`src/rtl/muldiv_pkg.sv`:
```
package muldiv_pkg;

    typedef enum logic [1:0] {
        ST_IDLE    = 2'd0,
        ST_ITERATE = 2'd1,
        ST_SETTLE  = 2'd2
    } seq_state_t;

    typedef enum logic {
        OP_MUL = 1'b0,
        OP_DIV = 1'b1
    } muldiv_op_t;

endpackage

```
`src/rtl/muldiv_seq_ctrl.sv`:
```
module muldiv_seq_ctrl #(
    parameter int STEPS   = 8,
    parameter int LATENCY = 16
) (
    input  logic clk,
    input  logic rst_n,
    input  logic start_i,
    output logic busy_o,
    output logic load_o,
    output logic step_o,
    output logic commit_o
);
    import muldiv_pkg::*;

    localparam int CW = $clog2(LATENCY);
    localparam logic [CW-1:0] LAST_STEP   = CW'(STEPS - 1);
    localparam logic [CW-1:0] LAST_CLOCK  = CW'(LATENCY - 1);

    seq_state_t     state, state_nx;
    logic [CW-1:0]  cnt, cnt_nx;

    // state register
    always_ff @(posedge clk or negedge rst_n) begin
        if (!rst_n) begin
            state <= ST_IDLE;
            cnt   <= '0;
        end else begin
            state <= state_nx;
            cnt   <= cnt_nx;
        end
    end

    // next state and outputs
    always_comb begin
        state_nx = state;
        cnt_nx   = cnt;
        busy_o   = 1'b0;
        load_o   = 1'b0;
        step_o   = 1'b0;
        commit_o = 1'b0;
        unique case (state)
            ST_IDLE: begin
                if (start_i) begin
                    load_o   = 1'b1;
                    cnt_nx   = '0;
                    state_nx = ST_ITERATE;
                end
            end
            ST_ITERATE: begin
                busy_o = 1'b1;
                step_o = 1'b1;
                cnt_nx = cnt + 1'b1;
                if (cnt == LAST_STEP) begin
                    state_nx = ST_SETTLE;
                end
            end
            ST_SETTLE: begin
                busy_o = 1'b1;
                if (cnt == LAST_CLOCK) begin
                    commit_o = 1'b1;
                    cnt_nx   = '0;
                    state_nx = ST_IDLE;
                end else begin
                    cnt_nx = cnt + 1'b1;
                end
            end
            default: state_nx = ST_IDLE;
        endcase
    end

    // once running, the count only advances; a new start cannot restart it
    assert_no_restart_R8: assert property (@(posedge clk) disable iff (!rst_n)
        (state != ST_IDLE) |=> (state == ST_IDLE) || (cnt == CW'($past(cnt) + 1'b1)));

    // the commit falls on the last clock of the window
    assert_commit_time_R7: assert property (@(posedge clk) disable iff (!rst_n)
        commit_o |-> (state == ST_SETTLE) && (cnt == LAST_CLOCK));

endmodule

```
`src/rtl/muldiv_datapath.sv`:
```
module muldiv_datapath #(
    parameter int W = 8
) (
    input  logic         clk,
    input  logic         rst_n,
    input  logic         load_i,
    input  logic         step_i,
    input  logic         op_div_i,
    input  logic [W-1:0] a_i,
    input  logic [W-1:0] b_i,
    output logic [W-1:0] res_lo_o,
    output logic [W-1:0] res_hi_o
);
    import muldiv_pkg::*;

    logic [W:0]   hi;
    logic [W-1:0] lo;
    logic [W-1:0] divisor;
    muldiv_op_t   op_q;

    logic [W:0]   mul_sum;
    logic [W:0]   rem_shift;
    logic [W+1:0] rem_diff;
    logic [W:0]   hi_nx;
    logic [W-1:0] lo_nx;

    always_comb begin
        mul_sum   = {1'b0, hi[W-1:0]} + (lo[0] ? {1'b0, divisor} : '0);
        rem_shift = {hi[W-1:0], lo[W-1]};
        rem_diff  = {1'b0, rem_shift} - {2'b00, divisor};
        if (op_q == OP_MUL) begin
            hi_nx = {1'b0, mul_sum[W:1]};
            lo_nx = {mul_sum[0], lo[W-1:1]};
        end else if (!rem_diff[W+1]) begin
            hi_nx = rem_diff[W:0];
            lo_nx = {lo[W-2:0], 1'b1};
        end else begin
            hi_nx = rem_shift;
            lo_nx = {lo[W-2:0], 1'b0};
        end
    end

    always_ff @(posedge clk or negedge rst_n) begin
        if (!rst_n) begin
            hi      <= '0;
            lo      <= '0;
            divisor <= '0;
            op_q    <= OP_MUL;
        end else if (load_i) begin
            hi      <= '0;
            lo      <= a_i;
            divisor <= b_i;
            op_q    <= op_div_i ? OP_DIV : OP_MUL;
        end else if (step_i) begin
            hi <= hi_nx;
            lo <= lo_nx;
        end
    end

    // multiply: high byte / low byte; divide: remainder / quotient
    assign res_lo_o = lo;
    assign res_hi_o = hi[W-1:0];

    // restoring divide keeps the partial remainder below the divisor
    assert_rem_bound_R5: assert property (@(posedge clk) disable iff (!rst_n)
        (step_i && !load_i && op_q == OP_DIV && divisor != '0) |=> (hi < {1'b0, divisor}));

endmodule

```
`src/rtl/byte_muldiv_unit.sv`:
```
module byte_muldiv_unit #(
    parameter int W          = 8,
    parameter int MC_COUNT   = 4,
    parameter int CLK_PER_MC = 4
) (
    input  logic         clk,
    input  logic         rst_n,
    input  logic         start_i,
    input  logic         op_div_i,
    input  logic [W-1:0] acc_i,
    input  logic [W-1:0] b_i,
    output logic         busy_o,
    output logic         done_o,
    output logic [W-1:0] acc_o,
    output logic [W-1:0] b_o,
    output logic         cy_o,
    output logic         ov_o
);
    import muldiv_pkg::*;

    localparam int LATENCY = MC_COUNT * CLK_PER_MC;

    logic         load, step, commit;
    logic [W-1:0] res_lo, res_hi;
    logic [W-1:0] a_q;
    muldiv_op_t   op_q;
    logic         dz_q;

    muldiv_seq_ctrl #(.STEPS(W), .LATENCY(LATENCY)) u_ctrl (
        .clk      (clk),
        .rst_n    (rst_n),
        .start_i  (start_i),
        .busy_o   (busy_o),
        .load_o   (load),
        .step_o   (step),
        .commit_o (commit)
    );

    muldiv_datapath #(.W(W)) u_dp (
        .clk      (clk),
        .rst_n    (rst_n),
        .load_i   (load),
        .step_i   (step),
        .op_div_i (op_div_i),
        .a_i      (acc_i),
        .b_i      (b_i),
        .res_lo_o (res_lo),
        .res_hi_o (res_hi)
    );

    // operand capture for the divide-by-zero path
    always_ff @(posedge clk or negedge rst_n) begin
        if (!rst_n) begin
            a_q  <= '0;
            op_q <= OP_MUL;
            dz_q <= 1'b0;
        end else if (load) begin
            a_q  <= acc_i;
            op_q <= op_div_i ? OP_DIV : OP_MUL;
            dz_q <= (b_i == '0);
        end
    end

    // result and flag commit
    always_ff @(posedge clk or negedge rst_n) begin
        if (!rst_n) begin
            acc_o  <= '0;
            b_o    <= '0;
            cy_o   <= 1'b0;
            ov_o   <= 1'b0;
            done_o <= 1'b0;
        end else begin
            done_o <= commit;
            if (commit) begin
                cy_o <= 1'b0;
                if (op_q == OP_DIV && dz_q) begin
                    acc_o <= a_q;
                    b_o   <= '0;
                    ov_o  <= 1'b1;
                end else if (op_q == OP_DIV) begin
                    acc_o <= res_lo;
                    b_o   <= res_hi;
                    ov_o  <= 1'b0;
                end else begin
                    acc_o <= res_lo;
                    b_o   <= res_hi;
                    ov_o  <= (res_hi != '0);
                end
            end
        end
    end

    assert_done_pulse_R7: assert property (@(posedge clk) disable iff (!rst_n)
        done_o |=> !done_o);

    assert_busy_excl_R7: assert property (@(posedge clk) disable iff (!rst_n)
        !(busy_o && done_o));

    assert_carry_clear_R4: assert property (@(posedge clk) disable iff (!rst_n)
        done_o |-> !cy_o);

    assert_mul_ov_R3: assert property (@(posedge clk) disable iff (!rst_n)
        (done_o && op_q == OP_MUL) |-> (ov_o == (b_o != '0)));

    assert_div_zero_R6: assert property (@(posedge clk) disable iff (!rst_n)
        (done_o && op_q == OP_DIV && dz_q) |-> (ov_o && acc_o == a_q && b_o == '0));

    assert_hold_R9: assert property (@(posedge clk) disable iff (!rst_n)
        !done_o |-> ($stable(acc_o) && $stable(b_o) && $stable(cy_o) && $stable(ov_o)));

endmodule

```
`config.mk`:
```
export PLATFORM = sky130hd
export DESIGN_NAME = byte_muldiv_unit
export DESIGN_NICKNAME = d
export VERILOG_FILES = /design/src/rtl/muldiv_pkg.sv /design/src/rtl/muldiv_seq_ctrl.sv /design/src/rtl/muldiv_datapath.sv /design/src/rtl/byte_muldiv_unit.sv
export SDC_FILE = /design/constraint.sdc
export NUM_CORES = 1
export LEC_CHECK = 0
export BUFFER_PORTS_ARGS = -buffer_cell sky130_fd_sc_hd__buf_4
export CORE_ASPECT_RATIO = 0.75
export CORE_UTILIZATION = 53
export CTS_CLUSTER_SIZE = 16
export DETAILED_ROUTE_END_ITERATION = 6
export PLACE_DENSITY = 0.88
export SLEW_MARGIN = 20
export SYNTH_ARGS = -nofsm -noshare
export SYNTH_HDL_FRONTEND = slang
export SYNTH_SLANG_ARGS = --single-unit
```
`constraint.sdc`:
```
create_clock -name clk -period 2.2 [get_ports clk]
set_input_delay 0.22 -clock clk [delete_from_list [all_inputs] [get_ports clk]]
set_output_delay 0.22 -clock clk [all_outputs]
set_load 0.1 [all_outputs]
```
Word-level counts from Yosys, hierarchy flattened
Cells that the tools add are included.
- bits in registers: 58
- input bits: 20
- output and inout bits: 20
- logic and storage cells: 58
- add/subtract/negate cells: 3
- equality and inequality tests: 7
- muxes and demuxes: 27
- reduce and logical (&&, ||, !) cells: 9
- operators by type and width (kind ; count):
    $mux W8 ; 10
    $pmux W4 S3 ; 1
    $mux W1 ; 10
    $sub A9 B8 Y10 ; 1
    $add A8 B8 Y9 ; 1
    $logic_not A8 Y1 ; 1
    $mux W4 ; 2
    $reduce_bool A8 Y1 ; 1
    $mux W2 ; 3
    $pmux W2 S3 ; 1
    $add A4 B1 Y4 const B ; 1
    $eq A4 B3 Y1 const B ; 1
    $eq A4 B4 Y1 const B ; 1
    $ne A2 B1 Y1 const B ; 2
    $reduce_and A3 Y1 ; 1
    $reduce_bool A3 Y1 ; 1
    $eq A2 B1 Y1 const B ; 1
    $eq A2 B2 Y1 const B ; 1
    $logic_not A2 Y1 ; 1
    $ne A2 B2 Y1 const B ; 1
    $reduce_and A2 Y1 ; 1
    $reduce_bool A2 Y1 ; 1
    $reduce_or A2 Y1 ; 1
    $logic_and A1 B1 Y1 ; 1

Depth between registers and ports, before layout
- depth after elaboration: 5
- gate-level depth with buffers: 10
- depth with buffers taken out: 10

By module
From an unflattened synthesis, not the netlist that was laid out.
- cell total of the unflattened synthesis: 363
- area total of the unflattened synthesis: 3568.4 sq um
- modules (own cells, without submodules) (module ; instances ; cells each ; area an instance (sq um)):
    muldiv_datapath ; 1 ; 215 ; 1968.1
    byte_muldiv_unit ; 1 ; 104 ; 1181.1
    muldiv_seq_ctrl ; 1 ; 44 ; 419.2

Worst setup path before layout
OpenSTA, ideal clock, no wires.
- path kind: flip-flop to flip-flop
- from: register u_ctrl.state[1]
- to: register u_ctrl.cnt[2]
- setup time: 0.066 ns
- arrival: 2.128 ns
- required time: 2.134 ns
- path slack: 0.006 ns
- stages on the path, launching flop included: 6
- path buffers: 0
- period minus slack after synthesis: 2.194 ns
- cells stage by stage: dfrtp_1 -> inv_1 -> ha_1 -> a21oi_1 -> or4b_1 -> nand2_1
- longest elaborated chain between the ends: 3
- ends and longest elaborated chain (item ; line ; source):
    start, declared ; muldiv_seq_ctrl.sv:19 ; seq_state_t state, state_nx;
    start signal, assigned ; muldiv_seq_ctrl.sv:28 ; state <= state_nx;
    $eq A2 B1 Y1 (tied with other cells) ; muldiv_seq_ctrl.sv:41 ; unique case (state)
    $reduce_bool A3 Y1 (no source line) or $ne A2 B2 Y1 (tied branches) ; - ;
    $reduce_and A2 Y1 (no source line) ; - ;
    end signal, assigned ; muldiv_seq_ctrl.sv:29 ; cnt <= cnt_nx;
    end, declared ; muldiv_seq_ctrl.sv:20 ; logic [CW-1:0] cnt, cnt_nx;
Parallel ways exist; a longest one is shown, timed or not.
A chain may end at the register's enable or synchronous reset.

Worst setup path in the final report
- from: register u_dp.divisor[0]
- to: register u_dp.hi[5]
- longest elaborated chain between the ends: 5
- ends and longest elaborated chain (item ; line ; source):
    start, declared ; muldiv_datapath.sv:18 ; logic [W-1:0] divisor;
    start signal, assigned ; muldiv_datapath.sv:52 ; divisor <= b_i;
    $sub A9 B8 Y10 or $mux W8 (tied branches) ; muldiv_datapath.sv:30, muldiv_datapath.sv:28 ;
    $mux W8 or $add A8 B8 Y9 (tied branches) ; muldiv_datapath.sv:34, muldiv_datapath.sv:28 ;
    $mux W8 (*) ; muldiv_datapath.sv:31 ; if (op_q == OP_MUL) begin
    $mux W8 (*) ; muldiv_datapath.sv:54 ; end else if (step_i) begin
    $mux W8 (*) ; muldiv_datapath.sv:49 ; end else if (load_i) begin
    end signal, assigned ; muldiv_datapath.sv:55 ; hi <= hi_nx;
    end, declared ; muldiv_datapath.sv:16 ; logic [W:0] hi;
Mark *: on every way between the ends. The rest lies on a longest branch, timed or not. The select of a mux whose other input is x is not followed.

==> flow_summary.json <==
{
  "critPathMaxFanout": 3,
  "yosys_warnings": 0,
  "critical_path_class": "reg2reg",
  "max_freq_ghz": 0.441,
  "clock_latency_ns": 0.35,
  "crit_required_ns": 2.40,
  "power_leakage_nw": 2.21,
  "die_h_um": 71.8,
  "synth.distinct_cells": 50,
  "dieArea_sq_mm": 0.00683,
  "ys_seq_elements": 58,
  "dr.pass1.iters": 6,
  "area_growth_pct": 28.6,
  "dp_hpwl_mm": 6.15,
  "ctsRootBufferMaster": "clkbuf_8",
  "status": "complete, but fails checks",
  "setup_violations": 1,
  "layout_common_cells": "82 x buf_4, 80 x nand2_1, 58 x dfrtp_1",
  "start_util_pct": 54.8,
  "slew-limit-headroom_pct": 51.5,
  "routedWlPerCell_um": 15.9,
  "swShare_pct": 41.8,
  "synth-edff-count": 0,
  "synth_ff_type": "dfrtp_1",
  "rows": 25,
  "maxCapViolations": 0,
  "antenna_found_initial": 0,
  "grt.total_usage_pct": 27.2,
  "slowest_stage": "dfrtp_1",
  "synthArstFlopShare_pct": 100,
  "cts_buffers": 9,
  "hold_viol": 0,
  "cts-htree-levels": 3,
  "dr_total_vias": 3079,
  "cts.clk_slew.worst_paths_ns": 0.07,
  "finalNetCount": 507,
  "seq_area_frac_synth_pct": 42.1,
  "arrival_ns": 2.46,
  "rsz0062_at_grt": "yes",
  "failed_checks": "setup timing",
  "synth_nets": 430,
  "end_kind": "register",
  "cts_buffer_depth": 2,
  "worstPathCellList": "and2_4 > ha_4 > fa_2 > nand3_2 > a21boi_2 > o21a_1 > or3_1 > nand3_1 > a41oi_2",
  "routed_via_density": 5.59,
  "drc": 0,
  "io_pins": 40,
  "pwr-share-seq_pct": 24.1,
  "cts_tree": "yes",
  "cts_sinks": 58,
  "p_int_mw": 4.00,
  "switchingPower_mw": 2.87,
  "portBuffers": 38,
  "grt_remaining_overflow": 0,
  "critPathMaxStageDelay_ns": 0.45,
  "fin_crit_sh_pct": 103,
  "antenna_cells": 0,
  "startpoint_type": "register",
  "clkPwrFrac_pct": 16.6,
  "dieWidth_um": 95.1,
  "grt_max_degree": 59,
  "core_sq_mm": 0.00629,
  "syn_area_per_cell_sq_um": 8.88,
  "drive_above_1_share_pct": 26.6,
  "finalMaxSlewViolations": 0,
  "synth_area_sq_mm": 0.00344,
  "final_common_cell": "buf_4",
  "power_mw": 6.87,
  "fin_skew_ns": 0.00684,
  "nFillCells": 475,
  "grt_pass1_wl_mm": 14.0,
  "pwr-share-comb_pct": 59.4,
  "drt_wl_total_mm": 8.77,
  "fin_crit_ns": 2.27,
  "grt_pass1_vias": 3001,
  "drtAntennaViolNets": 0,
  "hold_path_class": "in2reg",
  "tightest_slew_ns": 0.727,
  "netlist_instances": 388,
  "dp_slack_ns": -0.216,
  "gp_congestion": 0.926,
  "p_per_area_mw_per_mm2": 1550,
  "fin_ws_ns": -0.0683,
  "peakVddDrop_mv": 0.892,
  "drt_first_iter_violations": 231
}
==> power groups by stage <==
stage	registers [mW]	logic [mW]	clock network [mW]
floorplan	1.60	2.47	0
global placement	1.63	3.37	0
detailed placement	1.65	3.52	0
CTS	1.63	3.78	1.15
global route	1.69	4.44	1.21
finish	1.65	4.08	1.14
==> worst max-delay path: cells and delay by family, from the launching register on <==
kind | cells | cell delay [ns]
flops | 1 | 0.45
fa+ha+maj | 2 | 0.57
simple gates | 4 | 0.72
compound gates | 3 | 0.38
==> Yosys cell counts, types with 7 or more instances <==
| master | number | share of area [%] |
|---|---|---|
| nand2_1 | 80 | 8.7 |
| dfrtp_1 | 58 | 42 |
| o21ai_0 | 50 | 7.3 |
| a21oi_1 | 27 | 3.9 |
| ha_1 | 20 | 7.3 |
| nor2_1 | 20 | 2.2 |
| mux2i_1 | 19 | 5.5 |
| inv_1 | 18 | 2.0 |
| clkbuf_1 | 12 | 1.3 |
| and2_1 | 9 | 1.6 |
| nand3_1 | 8 | 1.2 |
| xor2_1 | 7 | 1.8 |
==> flip-flops by register name, indices dropped and copies added, names as in the netlist <==
name,cells
u_dp.divisor,8
u_ctrl.state,2
u_ctrl.cnt,4
u_dp.hi,8
u_dp.res_lo_o,8
a_q,8
done_o,1
ov_o,1
acc_o,8
b_o,8
u_dp.op_q,1
dz_q,1
==> per-stage QoR <==
step	setup TNS, ns	hold WS (ns)	cells	cell area [sq um]	utilization (%)
floorplan	0	-0.0756	388	3440	-
global placement	-0.468	0.321	530	4030	64.0
detailed placement	-1.08	0.328	530	4030	64.0
CTS	-0.0512	0.0634	549	4330	68.9
global route	-0.151	0.0728	551	4430	70.4
finish	-0.0683	0.0761	551	4430	70.4
==> per-layer routing <==
layer,up-vias,wire [um],global-route usage [%]
met1,1439,3950,36.9
met4,0,167,8.25
li1,1494,-,-
met3,26,596,7.54
met2,120,4060,42.5
met5,-,0,0
==> final timing paths <==
check | from | to | slack, ns | cells past startpoint
setup / recovery | u_dp.divisor[0] | u_dp.hi[5] | -0.07 | 9
hold / removal | acc_i[3] | a_q[3] | 0.08 | 3
setup reg to reg | u_dp.divisor[0] | u_dp.hi[5] | -0.07 | 9
hold reg to reg | a_q[6] | a_q[6] | 0.48 | 2
max in group asynchronous | rst_n | u_ctrl.cnt[1] | 1.25 | 2
min in group asynchronous | rst_n | b_o[3] | 0.48 | 2
==> final cells by class <==
cell class | count | area [sq um] | area share (%)
Inverter | 18 | 67.6 | 1.53
Timing Repair Buffer | 84 | 646 | 14.6
Tap cell | 81 | 101 | 2.29
Sequential cell | 58 | 1450 | 32.8
Clock buffer | 12 | 155 | 3.50
Multi-Input combinational cell | 294 | 1930 | 43.7
Clock inverter | 4 | 73.8 | 1.67
==> logic make-up after synthesis <==
kind of cell	after synthesis	synth area share [%]
multiplexers	20	5.85
flip-flops	58	42.1
AND/OR/NAND/NOR	139	18.2
AO/OA/AOI/OAI	103	17.7
other	1	0.109
XOR/XNOR	9	2.29
buffers and inverters	36	5.27
adder cells (fa/ha/maj)	22	8.43
==> what timing repair did <==
action                     4_1_cts  5_1_grt
setup endpoints to repair        9        4
resized for setup                8       15
hold buffers                     1        0
pin swaps                        1       14
hold endpoints to repair        58        0
buffers inserted                 2        2
(Power assumes the default switching activity.)
